### src/rtl/uart_rb_pkg.sv
// Package: register offsets, bit positions and masks of the serial port
// register bank. Offsets are word indices (byte address / 4).
package uart_rb_pkg;

    localparam int BUS_W = 32;

    // word indices of the register map
    localparam int WIX_TXQ  = 0;
    localparam int WIX_RXQ  = 1;
    localparam int WIX_CTRL = 2;
    localparam int WIX_STAT = 3;
    localparam int WIX_THR  = 4;
    localparam int WIX_BAUD = 5;

    // control word bit positions
    localparam int CB_TX_EN   = 12;
    localparam int CB_RX_EN   = 13;
    localparam int CB_TWO_W   = 15;
    localparam int CB_FRM_LO  = 16;
    localparam int CB_FRM_HI  = 21;
    localparam int CB_TX_RST  = 22;
    localparam int CB_RX_RST  = 23;
    localparam int CB_ERR_CLR = 24;
    localparam int CB_RX_IE   = 27;
    localparam int CB_TX_IE   = 28;

    // status word bit positions
    localparam int SB_PAR   = 16;
    localparam int SB_FRM   = 17;
    localparam int SB_WOVF  = 18;
    localparam int SB_RXE   = 20;
    localparam int SB_TXF   = 21;
    localparam int SB_TXE   = 22;
    localparam int SB_BUSY  = 25;

    // writable bits of each register
    localparam logic [BUS_W-1:0] CTRL_KEEP = 32'h19FF_B000;
    localparam logic [BUS_W-1:0] THR_KEEP  = 32'h0000_FFFF;
    localparam int               BAUD_W    = 25;

    // index of each sticky fault flag in the flag vector
    typedef enum logic [1:0] {
        FLT_PAR  = 2'd0,
        FLT_FRM  = 2'd1,
        FLT_WOVF = 2'd2
    } fault_idx_e;

endpackage

### src/rtl/uart_rb_fifo.sv
// Module: uart_rb_fifo
// Circular byte queue with a held synchronous clear. Push is dropped when
// full, pop is ignored when empty, and clear dominates both. Assumes one
// push and one pop at most per cycle. The head output is meaningful only
// when not empty.
module uart_rb_fifo #(
    parameter int WIDTH = 8,
    parameter int DEPTH = 64
) (
    input  logic                            clk,
    input  logic                            rst_n,
    input  logic                            clr,
    input  logic                            push,
    input  logic [WIDTH-1:0]                push_data,
    input  logic                            pop,
    output logic [WIDTH-1:0]                head,
    output logic [$clog2(DEPTH+1)-1:0]      count,
    output logic                            empty,
    output logic                            full
);
    localparam int PTR_W = (DEPTH > 1) ? $clog2(DEPTH) : 1;
    localparam int CNT_W = $clog2(DEPTH+1);
    localparam logic [PTR_W-1:0] LAST = PTR_W'(DEPTH-1);
    localparam logic [CNT_W-1:0] FULL_CNT = CNT_W'(DEPTH);

    logic [WIDTH-1:0] mem [DEPTH];
    logic [PTR_W-1:0] wr_ptr, rd_ptr;
    logic [CNT_W-1:0] cnt_q;
    logic             do_push, do_pop;

    // Purpose: qualify requests against occupancy and the held clear.
    always_comb begin
        do_push = push && !full && !clr;
        do_pop  = pop && !empty && !clr;
    end

    // Purpose: store pushed data; storage needs no reset.
    always_ff @(posedge clk) begin
        if (do_push) begin
            mem[wr_ptr] <= push_data;
        end
    end

    // Purpose: advance the pointers and the occupancy count.
    always_ff @(posedge clk) begin
        if (!rst_n || clr) begin
            wr_ptr <= '0;
            rd_ptr <= '0;
            cnt_q  <= '0;
        end else begin
            if (do_push) begin
                wr_ptr <= (wr_ptr == LAST) ? '0 : wr_ptr + 1'b1;
            end
            if (do_pop) begin
                rd_ptr <= (rd_ptr == LAST) ? '0 : rd_ptr + 1'b1;
            end
            case ({do_push, do_pop})
                2'b10:   cnt_q <= cnt_q + 1'b1;
                2'b01:   cnt_q <= cnt_q - 1'b1;
                default: cnt_q <= cnt_q;
            endcase
        end
    end

    // Purpose: export occupancy flags and the head entry.
    always_comb begin
        count = cnt_q;
        empty = (cnt_q == '0);
        full  = (cnt_q == FULL_CNT);
        head  = mem[rd_ptr];
    end
endmodule

### src/rtl/uart_rb_faults.sv
// Module: uart_rb_faults
// Sticky fault flags. Any set pulse latches its flag. A held clear level
// forces all flags to 0 and masks new set pulses for as long as it is held.
module uart_rb_faults #(
    parameter int NFLT = 3
) (
    input  logic            clk,
    input  logic            rst_n,
    input  logic            clr_hold,
    input  logic [NFLT-1:0] set_pulse,
    output logic [NFLT-1:0] flags
);
    logic [NFLT-1:0] flags_q;

    // Purpose: one sticky flop per fault, generated per index.
    for (genvar g = 0; g < NFLT; g++) begin : g_flag
        always_ff @(posedge clk) begin
            if (!rst_n || clr_hold) begin
                flags_q[g] <= 1'b0;
            end else if (set_pulse[g]) begin
                flags_q[g] <= 1'b1;
            end
        end
    end

    assign flags = flags_q;
endmodule

### src/rtl/uart_rb_irq.sv
// Module: uart_rb_irq
// Combines the receive and transmit level requests into one line. The
// receive request compares count >= threshold and the transmit request
// compares count <= threshold. Both are purely combinational and assume
// the counts and thresholds are stable registers.
module uart_rb_irq #(
    parameter int CNT_W = 7,
    parameter int THR_W = 8
) (
    input  logic             rx_ie,
    input  logic             tx_ie,
    input  logic [CNT_W-1:0] rx_cnt,
    input  logic [CNT_W-1:0] tx_cnt,
    input  logic [THR_W-1:0] rx_thr,
    input  logic [THR_W-1:0] tx_thr,
    output logic             irq
);
    localparam int CMP_W = (CNT_W > THR_W) ? CNT_W : THR_W;

    logic rx_hit, tx_hit;

    // Purpose: widen both operands and evaluate each level request.
    always_comb begin
        rx_hit = rx_ie && (CMP_W'(rx_cnt) >= CMP_W'(rx_thr));
        tx_hit = tx_ie && (CMP_W'(tx_cnt) <= CMP_W'(tx_thr));
        irq    = rx_hit || tx_hit;
    end
endmodule

### src/rtl/uart_regbank.sv
// Module: uart_regbank
// Register front end of a serial port: decodes word accesses, owns the two
// byte queues, the control, threshold and baud words, the sticky faults and
// the interrupt line. Assumes at most one bus access per cycle, and that the
// serial engines honour tx_valid/tx_take and deliver rx_push as one-cycle
// strobes. Read data is combinational from bus_addr.
module uart_regbank
    import uart_rb_pkg::*;
#(
    parameter int DEPTH  = 64,
    parameter int DATA_W = 8,
    parameter int ADDR_W = 5
) (
    input  logic              clk,
    input  logic              rst_n,
    input  logic [ADDR_W-1:0] bus_addr,
    input  logic              bus_wr,
    input  logic              bus_rd,
    input  logic [31:0]       bus_wdata,
    output logic [31:0]       bus_rdata,
    output logic              irq,
    output logic              tx_en,
    output logic              rx_en,
    output logic              two_wire,
    output logic [5:0]        frame_cfg,
    output logic [24:0]       baud_word,
    output logic              tx_valid,
    output logic [DATA_W-1:0] tx_data,
    input  logic              tx_take,
    input  logic              tx_busy,
    input  logic              rx_push,
    input  logic [DATA_W-1:0] rx_data,
    input  logic              rx_par_err,
    input  logic              rx_frm_err
);
    localparam int CNT_W = $clog2(DEPTH+1);
    localparam int WIX_W = ADDR_W - 2;
    localparam int THR_W = 8;
    localparam int NFLT  = 3;

    logic [BUS_W-1:0]  ctrl_q;
    logic [2*THR_W-1:0] thr_q;
    logic [BAUD_W-1:0] baud_q;

    logic              aligned;
    logic [WIX_W-1:0]  wix;
    logic              wr_txq, wr_ctrl, wr_thr, wr_baud, rd_rxq;

    logic [DATA_W-1:0] tx_head, rx_head;
    logic [CNT_W-1:0]  tx_count, rx_count;
    logic              tx_empty, tx_full, rx_empty, rx_full;
    logic              tx_pop, rx_in;

    logic [NFLT-1:0]   fault_set;
    logic [NFLT-1:0]   err_flags;
    logic [BUS_W-1:0]  status;

    // Purpose: decode the word index and the per-register strobes.
    always_comb begin
        aligned = (bus_addr[1:0] == 2'b00);
        wix     = bus_addr[ADDR_W-1:2];
        wr_txq  = bus_wr && aligned && (wix == WIX_W'(WIX_TXQ));
        wr_ctrl = bus_wr && aligned && (wix == WIX_W'(WIX_CTRL));
        wr_thr  = bus_wr && aligned && (wix == WIX_W'(WIX_THR));
        wr_baud = bus_wr && aligned && (wix == WIX_W'(WIX_BAUD));
        rd_rxq  = bus_rd && aligned && (wix == WIX_W'(WIX_RXQ));
    end

    // Purpose: hold the writable configuration words.
    always_ff @(posedge clk) begin
        if (!rst_n) begin
            ctrl_q <= '0;
            thr_q  <= '0;
            baud_q <= '0;
        end else begin
            if (wr_ctrl) ctrl_q <= bus_wdata & CTRL_KEEP;
            if (wr_thr)  thr_q  <= bus_wdata[2*THR_W-1:0];
            if (wr_baud) baud_q <= bus_wdata[BAUD_W-1:0];
        end
    end

    // Purpose: engine-side handshakes gated by the enables.
    always_comb begin
        tx_valid = ctrl_q[CB_TX_EN] && !tx_empty;
        tx_pop   = tx_take && tx_valid;
        rx_in    = rx_push && ctrl_q[CB_RX_EN];
        tx_data  = tx_head;
    end

    uart_rb_fifo #(.WIDTH(DATA_W), .DEPTH(DEPTH)) u_txq (
        .clk       (clk),
        .rst_n     (rst_n),
        .clr       (ctrl_q[CB_TX_RST]),
        .push      (wr_txq),
        .push_data (bus_wdata[DATA_W-1:0]),
        .pop       (tx_pop),
        .head      (tx_head),
        .count     (tx_count),
        .empty     (tx_empty),
        .full      (tx_full)
    );

    uart_rb_fifo #(.WIDTH(DATA_W), .DEPTH(DEPTH)) u_rxq (
        .clk       (clk),
        .rst_n     (rst_n),
        .clr       (ctrl_q[CB_RX_RST]),
        .push      (rx_in),
        .push_data (rx_data),
        .pop       (rd_rxq),
        .head      (rx_head),
        .count     (rx_count),
        .empty     (rx_empty),
        .full      (rx_full)
    );

    // Purpose: gather fault set pulses in flag-vector order.
    always_comb begin
        fault_set            = '0;
        fault_set[FLT_PAR]   = rx_par_err;
        fault_set[FLT_FRM]   = rx_frm_err;
        fault_set[FLT_WOVF]  = wr_txq && tx_full;
    end

    uart_rb_faults #(.NFLT(NFLT)) u_faults (
        .clk       (clk),
        .rst_n     (rst_n),
        .clr_hold  (ctrl_q[CB_ERR_CLR]),
        .set_pulse (fault_set),
        .flags     (err_flags)
    );

    uart_rb_irq #(.CNT_W(CNT_W), .THR_W(THR_W)) u_irq (
        .rx_ie  (ctrl_q[CB_RX_IE]),
        .tx_ie  (ctrl_q[CB_TX_IE]),
        .rx_cnt (rx_count),
        .tx_cnt (tx_count),
        .rx_thr (thr_q[THR_W-1:0]),
        .tx_thr (thr_q[2*THR_W-1:THR_W]),
        .irq    (irq)
    );

    // Purpose: assemble the status word from flags and queue state.
    always_comb begin
        status           = '0;
        status[SB_PAR]   = err_flags[FLT_PAR];
        status[SB_FRM]   = err_flags[FLT_FRM];
        status[SB_WOVF]  = err_flags[FLT_WOVF];
        status[SB_RXE]   = rx_empty;
        status[SB_TXF]   = tx_full;
        status[SB_TXE]   = tx_empty;
        status[SB_BUSY]  = tx_busy;
    end

    // Purpose: select read data for the addressed word.
    always_comb begin
        bus_rdata = '0;
        if (aligned) begin
            case (wix)
                WIX_W'(WIX_RXQ):  bus_rdata = rx_empty ? '0
                                  : {{(BUS_W-DATA_W){1'b0}}, rx_head};
                WIX_W'(WIX_CTRL): bus_rdata = ctrl_q;
                WIX_W'(WIX_STAT): bus_rdata = status;
                WIX_W'(WIX_THR):  bus_rdata = {{(BUS_W-2*THR_W){1'b0}}, thr_q};
                WIX_W'(WIX_BAUD): bus_rdata = {{(BUS_W-BAUD_W){1'b0}}, baud_q};
                default:          bus_rdata = '0;
            endcase
        end
    end

    // Purpose: drive the engine configuration outputs.
    always_comb begin
        tx_en     = ctrl_q[CB_TX_EN];
        rx_en     = ctrl_q[CB_RX_EN];
        two_wire  = ctrl_q[CB_TWO_W];
        frame_cfg = ctrl_q[CB_FRM_HI:CB_FRM_LO];
        baud_word = baud_q;
    end

    // the receive full flag is implied by the dropped push; keep it named
    logic rx_full_unused;
    assign rx_full_unused = rx_full;
endmodule

### config.mk
export PLATFORM = sky130hd
export DESIGN_NAME = uart_regbank
export DESIGN_NICKNAME = d
export VERILOG_FILES = /design/src/rtl/uart_rb_pkg.sv /design/src/rtl/uart_rb_fifo.sv /design/src/rtl/uart_rb_faults.sv /design/src/rtl/uart_rb_irq.sv /design/src/rtl/uart_regbank.sv
export SDC_FILE = /design/constraint.sdc
export NUM_CORES = 1
export LEC_CHECK = 0
export BUFFER_PORTS_ARGS = -buffer_cell sky130_fd_sc_hd__buf_2
export CAP_MARGIN = 10
export CORE_ASPECT_RATIO = 0.5
export CORE_UTILIZATION = 40
export DETAILED_ROUTE_END_ITERATION = 8
export HOLD_SLACK_MARGIN = 0.15
export PLACE_DENSITY = 0.61
export SETUP_SLACK_MARGIN = 0.5
export SLEW_MARGIN = 20
export SYNTH_ARGS = -nofsm -noshare
export SYNTH_HDL_FRONTEND = slang
export SYNTH_SLANG_ARGS = --single-unit
### constraint.sdc
create_clock -name clk -period 5.4 [get_ports clk]
set_input_delay 0.54 -clock clk [delete_from_list [all_inputs] [get_ports clk]]
set_output_delay 0.54 -clock clk [all_outputs]
set_load 0.1 [all_outputs]
==> results of run 1 <==
state kept, by name, summed over array words and instances, names as in the netlist, named ones only:
signal,flops
u_rxq.mem,512
u_txq.mem,512
baud_word,25
thr_q,16
ctrl_q,14
u_rxq.count,7
u_txq.count,7
u_rxq.rd_ptr,6
u_rxq.wr_ptr,6
u_txq.rd_ptr,6
u_txq.wr_ptr,6
u_faults.flags,3
what timing repair did:
action,in CTS,in global routing
hold buffers,21,0
endpoints found under the setup margin,0,0
hold endpoints to repair,41,0
layout make-up:
type	instances	area, µm²	area share
Timing Repair Buffer	186	1220	0.0237
Sequential cell	1132	32900	0.642
Tap cell	1496	1870	0.0365
Multi-Input combinational cell	1184	11700	0.227
Inverter	31	116	0.00227
Clock inverter	66	737	0.0144
Clock buffer	130	2730	0.0533
power groups by stage:
stage / clock network [mW] / logic [mW] / registers (mW)
after floorplan: 0 / 0.0683 / 9.75
after global placement: 0 / 0.250 / 9.73
after detailed placement: 0 / 0.262 / 9.73
after CTS: 7.69 / 0.274 / 9.54
after global routing: 8.02 / 0.291 / 9.54
final: 7.56 / 0.271 / 9.54
layer usage:
metal / GRT usage / vias up
li1: - / 10260
met1: 0.246 / 12161
met2: 0.304 / 681
met3: 0.0313 / 160
met4: 0.0494 / 0
met5: 0 / -
cell usage after synthesis, drive strengths merged, types with 3 or more instances:
cell type  count
nor4           5
mux4         258
buf           69
nand2        146
and4           9
nand2b        13
nor2b         22
and3           3
mux2           5
o21ai         46
o211ai         8
xor2          11
and2           4
or4            9
o31ai          3
a21o           5
a211o          3
clkbuf        77
nand3         21
a21oi         41
a22oi         11
nor2         207
xnor2         11
nand3b        10
dfxtp        108
inv           30
a211oi        19
or2            5
o21a           6
a311oi         3
or3b           3
edfxtp      1024
nand4b         4
or3           13
a21boi        55
nand4          6
o22ai         14
ha            27
mux2i        108
a221oi        25
a31oi          5
nor3          19
stage by stage:
stage	total power, mW	setup slack [ns]	util
finish	17.4	0.940	0.461
global route	17.9	0.686	0.461
CTS	17.5	0.827	0.461
detailed placement	10.0	0.850	0.428
global placement	9.98	0.805	0.428
floorplan	9.82	0.855	-
final timing paths:
path                                  startpoint                             end  slack [ns]  cells past startpoint
hold / removal                           tx_take    u_txq.rd_ptr[1]$_SDFFE_PP0N_        0.27                      4
setup / recovery                            flop                    bus_rdata[1]        0.94                      7
hold reg to reg   u_faults.flags[0]$_SDFFE_PP0P_  u_faults.flags[0]$_SDFFE_PP0P_        0.47                      2
setup reg to reg     u_txq.count[1]$_SDFFE_PP0P_     u_txq.count[6]$_SDFFE_PP0P_        1.41                     13
kinds of logic after synthesis:
kind of cell	Yosys count
muxes	371
DFF	1132
buffers and inverters	177
adders and majority gates	28
xor gates and xnor gates	22
other	1
and+or+nand+nor	506
AOI/OAI and AO/OA	253
worst min-delay path, cell delays in order:
cell      delay (ns)
buf_2           0.10
o311ai_2        0.10
mux2i_1         0.08
nor2_1          0.10
==> impl_metrics.csv, run 1 <==
group,metric,value,unit
layout,drive_gt1_frac,0.225,
timing,whs,0.273,ns
floorplan,coreArea,111000,µm²
detailed_routing,viasPerCell,5.51,
timing,final_max_slew_viol_count,0,
global_route,antenna_found_initial,2,
global_route,grt_overflow,0,
synth,synthArstFlopShare,0,
detailed_routing,first_pass_iters,5,
timing,rsz0062_at_grt,"no",
synth,synth_compound_area_frac,0.0379,
floorplan,die-area,115000,µm²
power_and_ir_drop,switching_share,0.202,
critical_path,cp_max_fo,38,
floorplan,start_util,0.408,
critical_path,end_kind,"output pin",
global_route,grt_max_degree,67,
timing,max_freq,224,MHz
clock_network,cts_tree,"done",
min_path,hp-class,"in -> reg",
clock_network,post-cts-setup-buffers,0,
synth,synth_edf_count,1024,
synth,yosysTopAreaCellShare,0.679,
floorplan,io_pins,130,
detailed_routing,dr_wl_met2,51.3,mm
power_and_ir_drop,max-vdd-ir-drop,0.000242,V
floorplan,die_w,478,µm
clock_network,path_clk_slew,0.06,ns
power_and_ir_drop,p_seq_frac,0.549,
synth,syn_avg_cell_area,18.2,µm²
timing,period_share,0.826,
synth,synth_seq_cells,1132,
synth,ys_types,73,
layout,final_cells,4225,
clock_network,clockRootBuffer,"clkbuf_16",
job,max-cap-violations,0,
synth,ys_warn_count,0,
critical_path,cpPeakStageDelay,0.83,ns
detailed_routing,vias,23262,
clock_network,ctsResizeCount,0,
floorplan,row_count,86,
synth,synthAdderAreaFrac,0.00790,
critical_path,cp.required,4.86,ns
timing,worst_pin_slew,1.09,ns
placement,portBuffers,120,
detailed_routing,wl,104,mm
critical_path,crit_chain,"buf_4 > mux4_2 > a211oi_1 > a211oi_1 > nor3_1 > o211ai_1 > buf_2",
timing,min_period,4.46,ns
critical_path,path_buf_inv,2,
power_and_ir_drop,clkPwrFrac,0.435,
timing,setup_tns,0,ns
detailed_routing,drt.antenna.violating_nets,0,
synth,synth.area.mux_share,0.153,
critical_path,critPathKind,"reg -> out",
floorplan,die_h,240,µm
detailed_routing,top_layer_used,"met4",
synth,synth_area_leaders,"edfxtp_1 68%, mux4_2 13%, dfxtp_1 4.8%",
placement,placed_area,47600,µm²
timing,slew_headroom,0.268,
layout,fin_nets,2720,
clock_network,clock-sinks,1132,
global_route,grt_pass1_vias,23488,
timing,hold_violations,0,
clock_network,cts_buffers,103,
detailed_routing,drt-met1-wl,44.1,mm
detailed_routing,drt_iter0_markers,2166,
power_and_ir_drop,p_leak,15.6,nW
layout,synthToLayoutAreaGrowth,13.1,%
synth,yosys.area_share.simple,0.0531,
power_and_ir_drop,p_switching,3.51,mW
status,status,"finished clean",
placement,gp_congestion,0.814,
power_and_ir_drop,combPwrFrac,0.016,
layout,diodes,0,
layout,final_area,51300,µm²
placement,dp_cells,4008,
detailed_routing,wl_met3,5.76,mm
timing,fin_skew,0.0203,ns
critical_path,cp.arrival,3.92,ns
layout,layout_common_cells,"1024 x edfxtp_1, 258 x mux4_2, 207 x nor2_1, 146 x nand2_1, 118 x buf_2",
timing,finalSetupViolations,0,
synth,synth_top_family_by_area,"multiplexers",
synth,ys.flop_type,"edfxtp_1",
critical_path,crit_family,"compound AO/OA/AOI/OAI gates",
clock_network,cts_buffer_depth,3,
clock_network,clkLatencyLatePin,0.70,ns
power_and_ir_drop,internal_power,13.9,mW
global_route,track_usage,0.182,
synth,synth_area,45300,µm²
detailed_routing,wl_per_cell,24.5,µm
critical_path,cp-start-kind,"flop",
synth,synthCells,2490,
detailed_routing,drc,0,
global_route,grt_pass1_wl,155,mm
synth,synth_xor_xnor_area_share,0.00425,
placement,dpl.hpwl,63.1,mm
critical_path,crit_slowest_cell,"dfxtp_4",
critical_path,cp_common_cell,"a211oi_1",
power_and_ir_drop,power_density,339,nW/µm²
layout,mostFrequentLayoutCell,"edfxtp_1",
synth,ys_seq_area_frac,0.726,
synth,synth_top_area_cell,"edfxtp_1",
clock_network,cts_max_level,3,
layout,nFillCells,9329,
Power figures use the tool's default switching activity.
==> run 2, diff against run 1 <==
==> constraint.sdc (replaced) <==
create_clock -name clk -period 4.7 [get_ports clk]
set_input_delay 0.47 -clock clk [delete_from_list [all_inputs] [get_ports clk]]
set_output_delay 0.47 -clock clk [all_outputs]
set_load 0.1 [all_outputs]
==> impl_metrics.csv, run 2 (synthesis results as in run 1) <==
group,metric,value,unit
global_route,grt_max_degree,67,
timing,min_period,4.12,ns
timing,max_freq,243,MHz
power_and_ir_drop,max-vdd-ir-drop,0.000316,V
critical_path,critPathKind,"reg -> out",
floorplan,start_util,0.408,
timing,hold_violations,0,
floorplan,coreArea,111000,µm²
layout,final_cells,4272,
critical_path,cp.required,4.23,ns
power_and_ir_drop,power_density,383,nW/µm²
layout,synthToLayoutAreaGrowth,14.2,%
min_path,hp-class,"in -> reg",
layout,post-route-util,0.466,
critical_path,rr_endpoint,"u_txq.count[6]$_SDFFE_PP0P_",
critical_path,regToRegStartpoint,"u_txq.count[1]$_SDFFE_PP0P_",
critical_path,cp.arrival,3.65,ns
placement,gp_congestion,0.855,
min_path,min_path_cells,4,
status,status,"finished clean",
detailed_routing,viasPerCell,5.44,
critical_path,cp_max_fo,13,
clock_network,clkLatencyLatePin,0.70,ns
timing,slew_headroom,0.275,
global_route,track_usage,0.184,
timing,setup_tns,0,ns
floorplan,row_count,86,
critical_path,cp-start-kind,"flop",
power_and_ir_drop,p_leak,15.9,nW
detailed_routing,drt_iter0_markers,2101,
detailed_routing,first_pass_iters,5,
timing,whs,0.205,ns
layout,fin_nets,2775,
global_route,grt_pass1_wl,155,mm
placement,dp_cells,4060,
floorplan,die-area,115000,µm²
critical_path,end_kind,"output pin",
clock_network,cts_max_level,3,
layout,drive_gt1_frac,0.241,
job,max-cap-violations,0,
detailed_routing,wl,105,mm
clock_network,path_clk_slew,0.07,ns
detailed_routing,drt.antenna.violating_nets,0,
detailed_routing,vias,23252,
critical_path,reg2reg_depth,13,
timing,rsz0062_at_grt,"no",
timing,final_max_slew_viol_count,0,
clock_network,clock-sinks,1132,
clock_network,clockRootBuffer,"clkbuf_16",
global_route,grt_pass1_vias,23582,
timing,worst_pin_slew,1.08,ns
detailed_routing,drc,0,
placement,dpl.hpwl,63.8,mm
detailed_routing,wl_per_cell,24.5,µm
timing,period_share,0.876,
floorplan,die_h,240,µm
clock_network,cts_buffers,100,
clock_network,cts_buffer_depth,3,
layout,layout_common_cells,"1024 x edfxtp_1, 258 x mux4_2, 207 x nor2_1, 146 x nand2_1, 116 x buf_2",
min_path,hold_start,"tx_take",
floorplan,io_pins,130,
global_route,antenna_found_initial,4,
critical_path,reg2reg_slack,0.78,ns
floorplan,die_w,478,µm
layout,mostFrequentLayoutCell,"edfxtp_1",
global_route,grt_overflow,0,
timing,fin_skew,0.0230,ns
timing,finalSetupViolations,0,
clock_network,cts_tree,"done",
placement,portBuffers,120,
-- run 2: where the power goes --
group	internal (mW)	switching, mW
Combinational	0.0602	0.255
Clock	4.87	3.67
Sequential	11.0	0.00458
-- run 2: worst max path at each step --
stage | start | to | slack, ns | cells past startpoint
floorplan | bus_addr[4] | u_txq.count[6]$_SDFFE_PP0P_ | 0.79 | 15
global placement | bus_addr[4] | u_txq.count[6]$_SDFFE_PP0P_ | 0.58 | 14
detailed placement | bus_addr[4] | u_txq.count[6]$_SDFFE_PP0P_ | 0.53 | 14
CTS | flop | bus_rdata[3] | 0.50 | 7
global route | flop | tx_data[4] | 0.49 | 7
finish | flop | bus_rdata[3] | 0.58 | 7
-- run 2: cell type report --
cell class	count	area [µm²]
clock inverters	58	676
well taps	1496	1870
diodes	2	5.00
flip-flops and latches	1132	32900
repair buffers	244	1780
clock buffers	125	2720
fillers	9223	59400
inverters	31	116
multi-input cells	1184	11700
-- run 2: metrics by stage --
step	power (mW)	instance area (µm²)	setup WS (ns)
floorplan	11.3	45300	0.794
global placement	11.5	48000	0.578
detailed placement	11.5	48000	0.533
CTS	20.0	51700	0.500
global route	20.4	51800	0.493
finish	19.8	51800	0.585
-- run 2: metal layers --
layer / wire length [µm] / global-route usage
met1: 44700 / 0.247
met2: 51500 / 0.305
met3: 5870 / 0.0323
met4: 2710 / 0.0582
met5: 0 / 0
-- run 2: what timing repair did --
item / in CTS / in global routing
resized for setup: 0 / 2
setup buffers: 3 / 1
hold buffers: 23 / 0
hold endpoints to repair: 41 / 0
pin swaps: 0 / 0
endpoints found under the setup margin: 8 / 8
-- run 2: critical path, stage by stage, from the launching register on --
cell      delay (ns)
dfxtp_1         0.68
buf_4           0.35
nand2_1         0.09
or4_1           0.61
o22ai_1         0.40
nor3_1          0.09
o211ai_1        0.22
buf_2           0.51
==> run 3, diff against run 2 <==
--- a/config.mk
+++ b/config.mk
@@ -11,7 +11,7 @@
 export CORE_UTILIZATION = 40
 export DETAILED_ROUTE_END_ITERATION = 8
 export HOLD_SLACK_MARGIN = 0.15
-export PLACE_DENSITY = 0.61
+export PLACE_DENSITY = 0.63
 export SETUP_SLACK_MARGIN = 0.5
 export SLEW_MARGIN = 20
 export SYNTH_ARGS = -nofsm -noshare
==> constraint.sdc (replaced) <==
create_clock -name clk -period 3.6 [get_ports clk]
set_input_delay 0.36 -clock clk [delete_from_list [all_inputs] [get_ports clk]]
set_output_delay 0.36 -clock clk [all_outputs]
set_load 0.1 [all_outputs]
==> impl_metrics.csv, run 3 (synthesis results as in run 1) <==
group,metric,value,unit
clock_network,cts_max_level,3,
timing,final_max_slew_viol_count,0,
floorplan,start_util,0.408,
critical_path,end_kind,"output pin",
global_route,grt_max_degree,65,
detailed_routing,drc,0,
global_route,antenna_found_initial,2,
critical_path,cp.arrival,3.14,ns
clock_network,clock-sinks,1132,
clock_network,cts_buffers,100,
placement,portBuffers,120,
global_route,track_usage,0.192,
timing,max_freq,286,MHz
timing,setup_tns,0,ns
detailed_routing,wl_per_cell,24.5,µm
clock_network,cts_tree,"done",
layout,mostFrequentLayoutCell,"edfxtp_1",
clock_network,clockRootBuffer,"clkbuf_16",
critical_path,crit_slowest_cell,"or4_4",
timing,finalSetupViolations,0,
floorplan,die_h,240,µm
floorplan,die-area,115000,µm²
detailed_routing,vias,24779,
detailed_routing,drt.antenna.violating_nets,0,
layout,fin_nets,3011,
clock_network,cts_buffer_depth,3,
global_route,grt_overflow,0,
layout,drive_gt1_frac,0.344,
layout,final_area,55300,µm²
timing,min_period,3.50,ns
placement,dpl.hpwl,67.7,mm
critical_path,cp_max_fo,5,
layout,post-route-util,0.498,
detailed_routing,viasPerCell,5.49,
timing,slew_headroom,0.279,
status,status,"finished clean",
timing,fin_skew,0.0307,ns
min_path,hp-class,"in -> reg",
clock_network,path_clk_slew,0.07,ns
clock_network,clkLatencyLatePin,0.69,ns
floorplan,io_pins,130,
layout,synthToLayoutAreaGrowth,22.1,%
floorplan,coreArea,111000,µm²
detailed_routing,wl,111,mm
power_and_ir_drop,max-vdd-ir-drop,0.000377,V
timing,rsz0062_at_grt,"yes",
power_and_ir_drop,p_leak,17.7,nW
timing,period_share,0.973,
layout,layout_common_cells,"1024 x edfxtp_1, 268 x buf_4, 258 x mux4_2, 202 x nor2_1, 145 x nand2_1",
critical_path,crit_chain,"buf_12 > mux4_2 > mux2_2 > a21oi_2 > o22ai_2 > or4_4 > buf_12",
job,max-cap-violations,0,
critical_path,cp.required,3.24,ns
placement,gp_congestion,0.862,
critical_path,critPathKind,"reg -> out",
critical_path,cp-start-kind,"flop",
timing,worst_pin_slew,1.08,ns
global_route,grt_pass1_wl,162,mm
floorplan,row_count,86,
timing,hold_violations,0,
detailed_routing,first_pass_iters,7,
power_and_ir_drop,power_density,467,nW/µm²
power_and_ir_drop,finalPower,25.8,mW
global_route,grt_pass1_vias,24635,
detailed_routing,drt_iter0_markers,2158,
placement,placed_area,49200,µm²
floorplan,die_w,478,µm
critical_path,cp_common_cell,"buf_12",
critical_path,cpPeakStageDelay,0.58,ns
run 3: cell count changes in the layout (fill, tap and decap cells not counted), sizes merged:
| cell | before | now |
|---|---|---|
| nand4b | 4 | 5 |
| clkbuf | 126 | 143 |
| clkinvlp | 8 | 2 |
| dlygate4sd3 | 23 | 24 |
| bufbuf | 0 | 4 |
| bufinv | 14 | 12 |
| buf | 220 | 446 |
| clkinv | 35 | 29 |
| inv | 32 | 36 |
run 3: per-layer routing:
layer  up-vias  global-route usage  routed length (µm)
li1      10832                   -                   -
met1     12992               0.259               46600
met2       789               0.319               54700
met3       166              0.0299                6170
met4         0              0.0639                3010
met5         -                   0                   0
run 3: what timing repair did:
action | CTS | global route
pin swaps | 33 | 26
gates resized for setup | 219 | 70
setup buffers | 62 | 18
endpoints found under the hold margin | 59 | 0
cloned | 16 | 2
endpoints found under the setup margin | 20 | 22
hold buffers | 24 | 0
run 3: worst max-delay path: cells and delay by family, from the launching register on:
kind | cells | cell delay [ns]
mux | 2 | 0.78
buf+inv | 2 | 0.32
compound gates | 2 | 0.39
flops | 1 | 0.39
simple gates | 1 | 0.58
run 3: cell type report:
type                            count  area, µm²
Multi-Input combinational cell   1185      12500
Tap cell                         1496       1870
Timing Repair Buffer              479       4530
Fill cell                        8951      55800
Antenna cell                        2       5.00
Clock inverter                     48        586
Inverter                           31        119
Sequential cell                  1132      32900
Clock buffer                      138       2790
run 3: power breakdown:
| part | switching, mW | internal (mW) | total (mW) |
|---|---|---|---|
| combinational | 0.340 | 0.0887 | 0.428 |
| sequential | 0.00595 | 14.3 | 14.3 |
| clock | 4.78 | 6.31 | 11.1 |
run 3: path summary, 6_finish.rpt:
kind                             startpoint                        endpoint  slack, ns  depth (start not counted)
max                                    flop                    bus_rdata[7]        0.1                          7
min                              rx_data[0]       u_rxq.mem[6][0]$_DFFE_PP_       0.22                          1
max reg2reg     u_txq.count[1]$_SDFFE_PP0P_     u_txq.count[4]$_SDFFE_PP0P_       0.52                         12
min reg2reg  u_faults.flags[0]$_SDFFE_PP0P_  u_faults.flags[0]$_SDFFE_PP0P_       0.48                          2
run 3: per-stage QoR:
| step | hold WS (ns) | std cells | setup slack (ns) |
|---|---|---|---|
| floorplan | 0.437 | 2493 | 0.0340 |
| global placement | 0.454 | 4201 | 0.0868 |
| detailed placement | 0.465 | 4201 | 0.0315 |
| CTS | 0.169 | 4489 | 0.0517 |
| global route | 0.210 | 4511 | 0.0151 |
| finish | 0.217 | 4511 | 0.0984 |
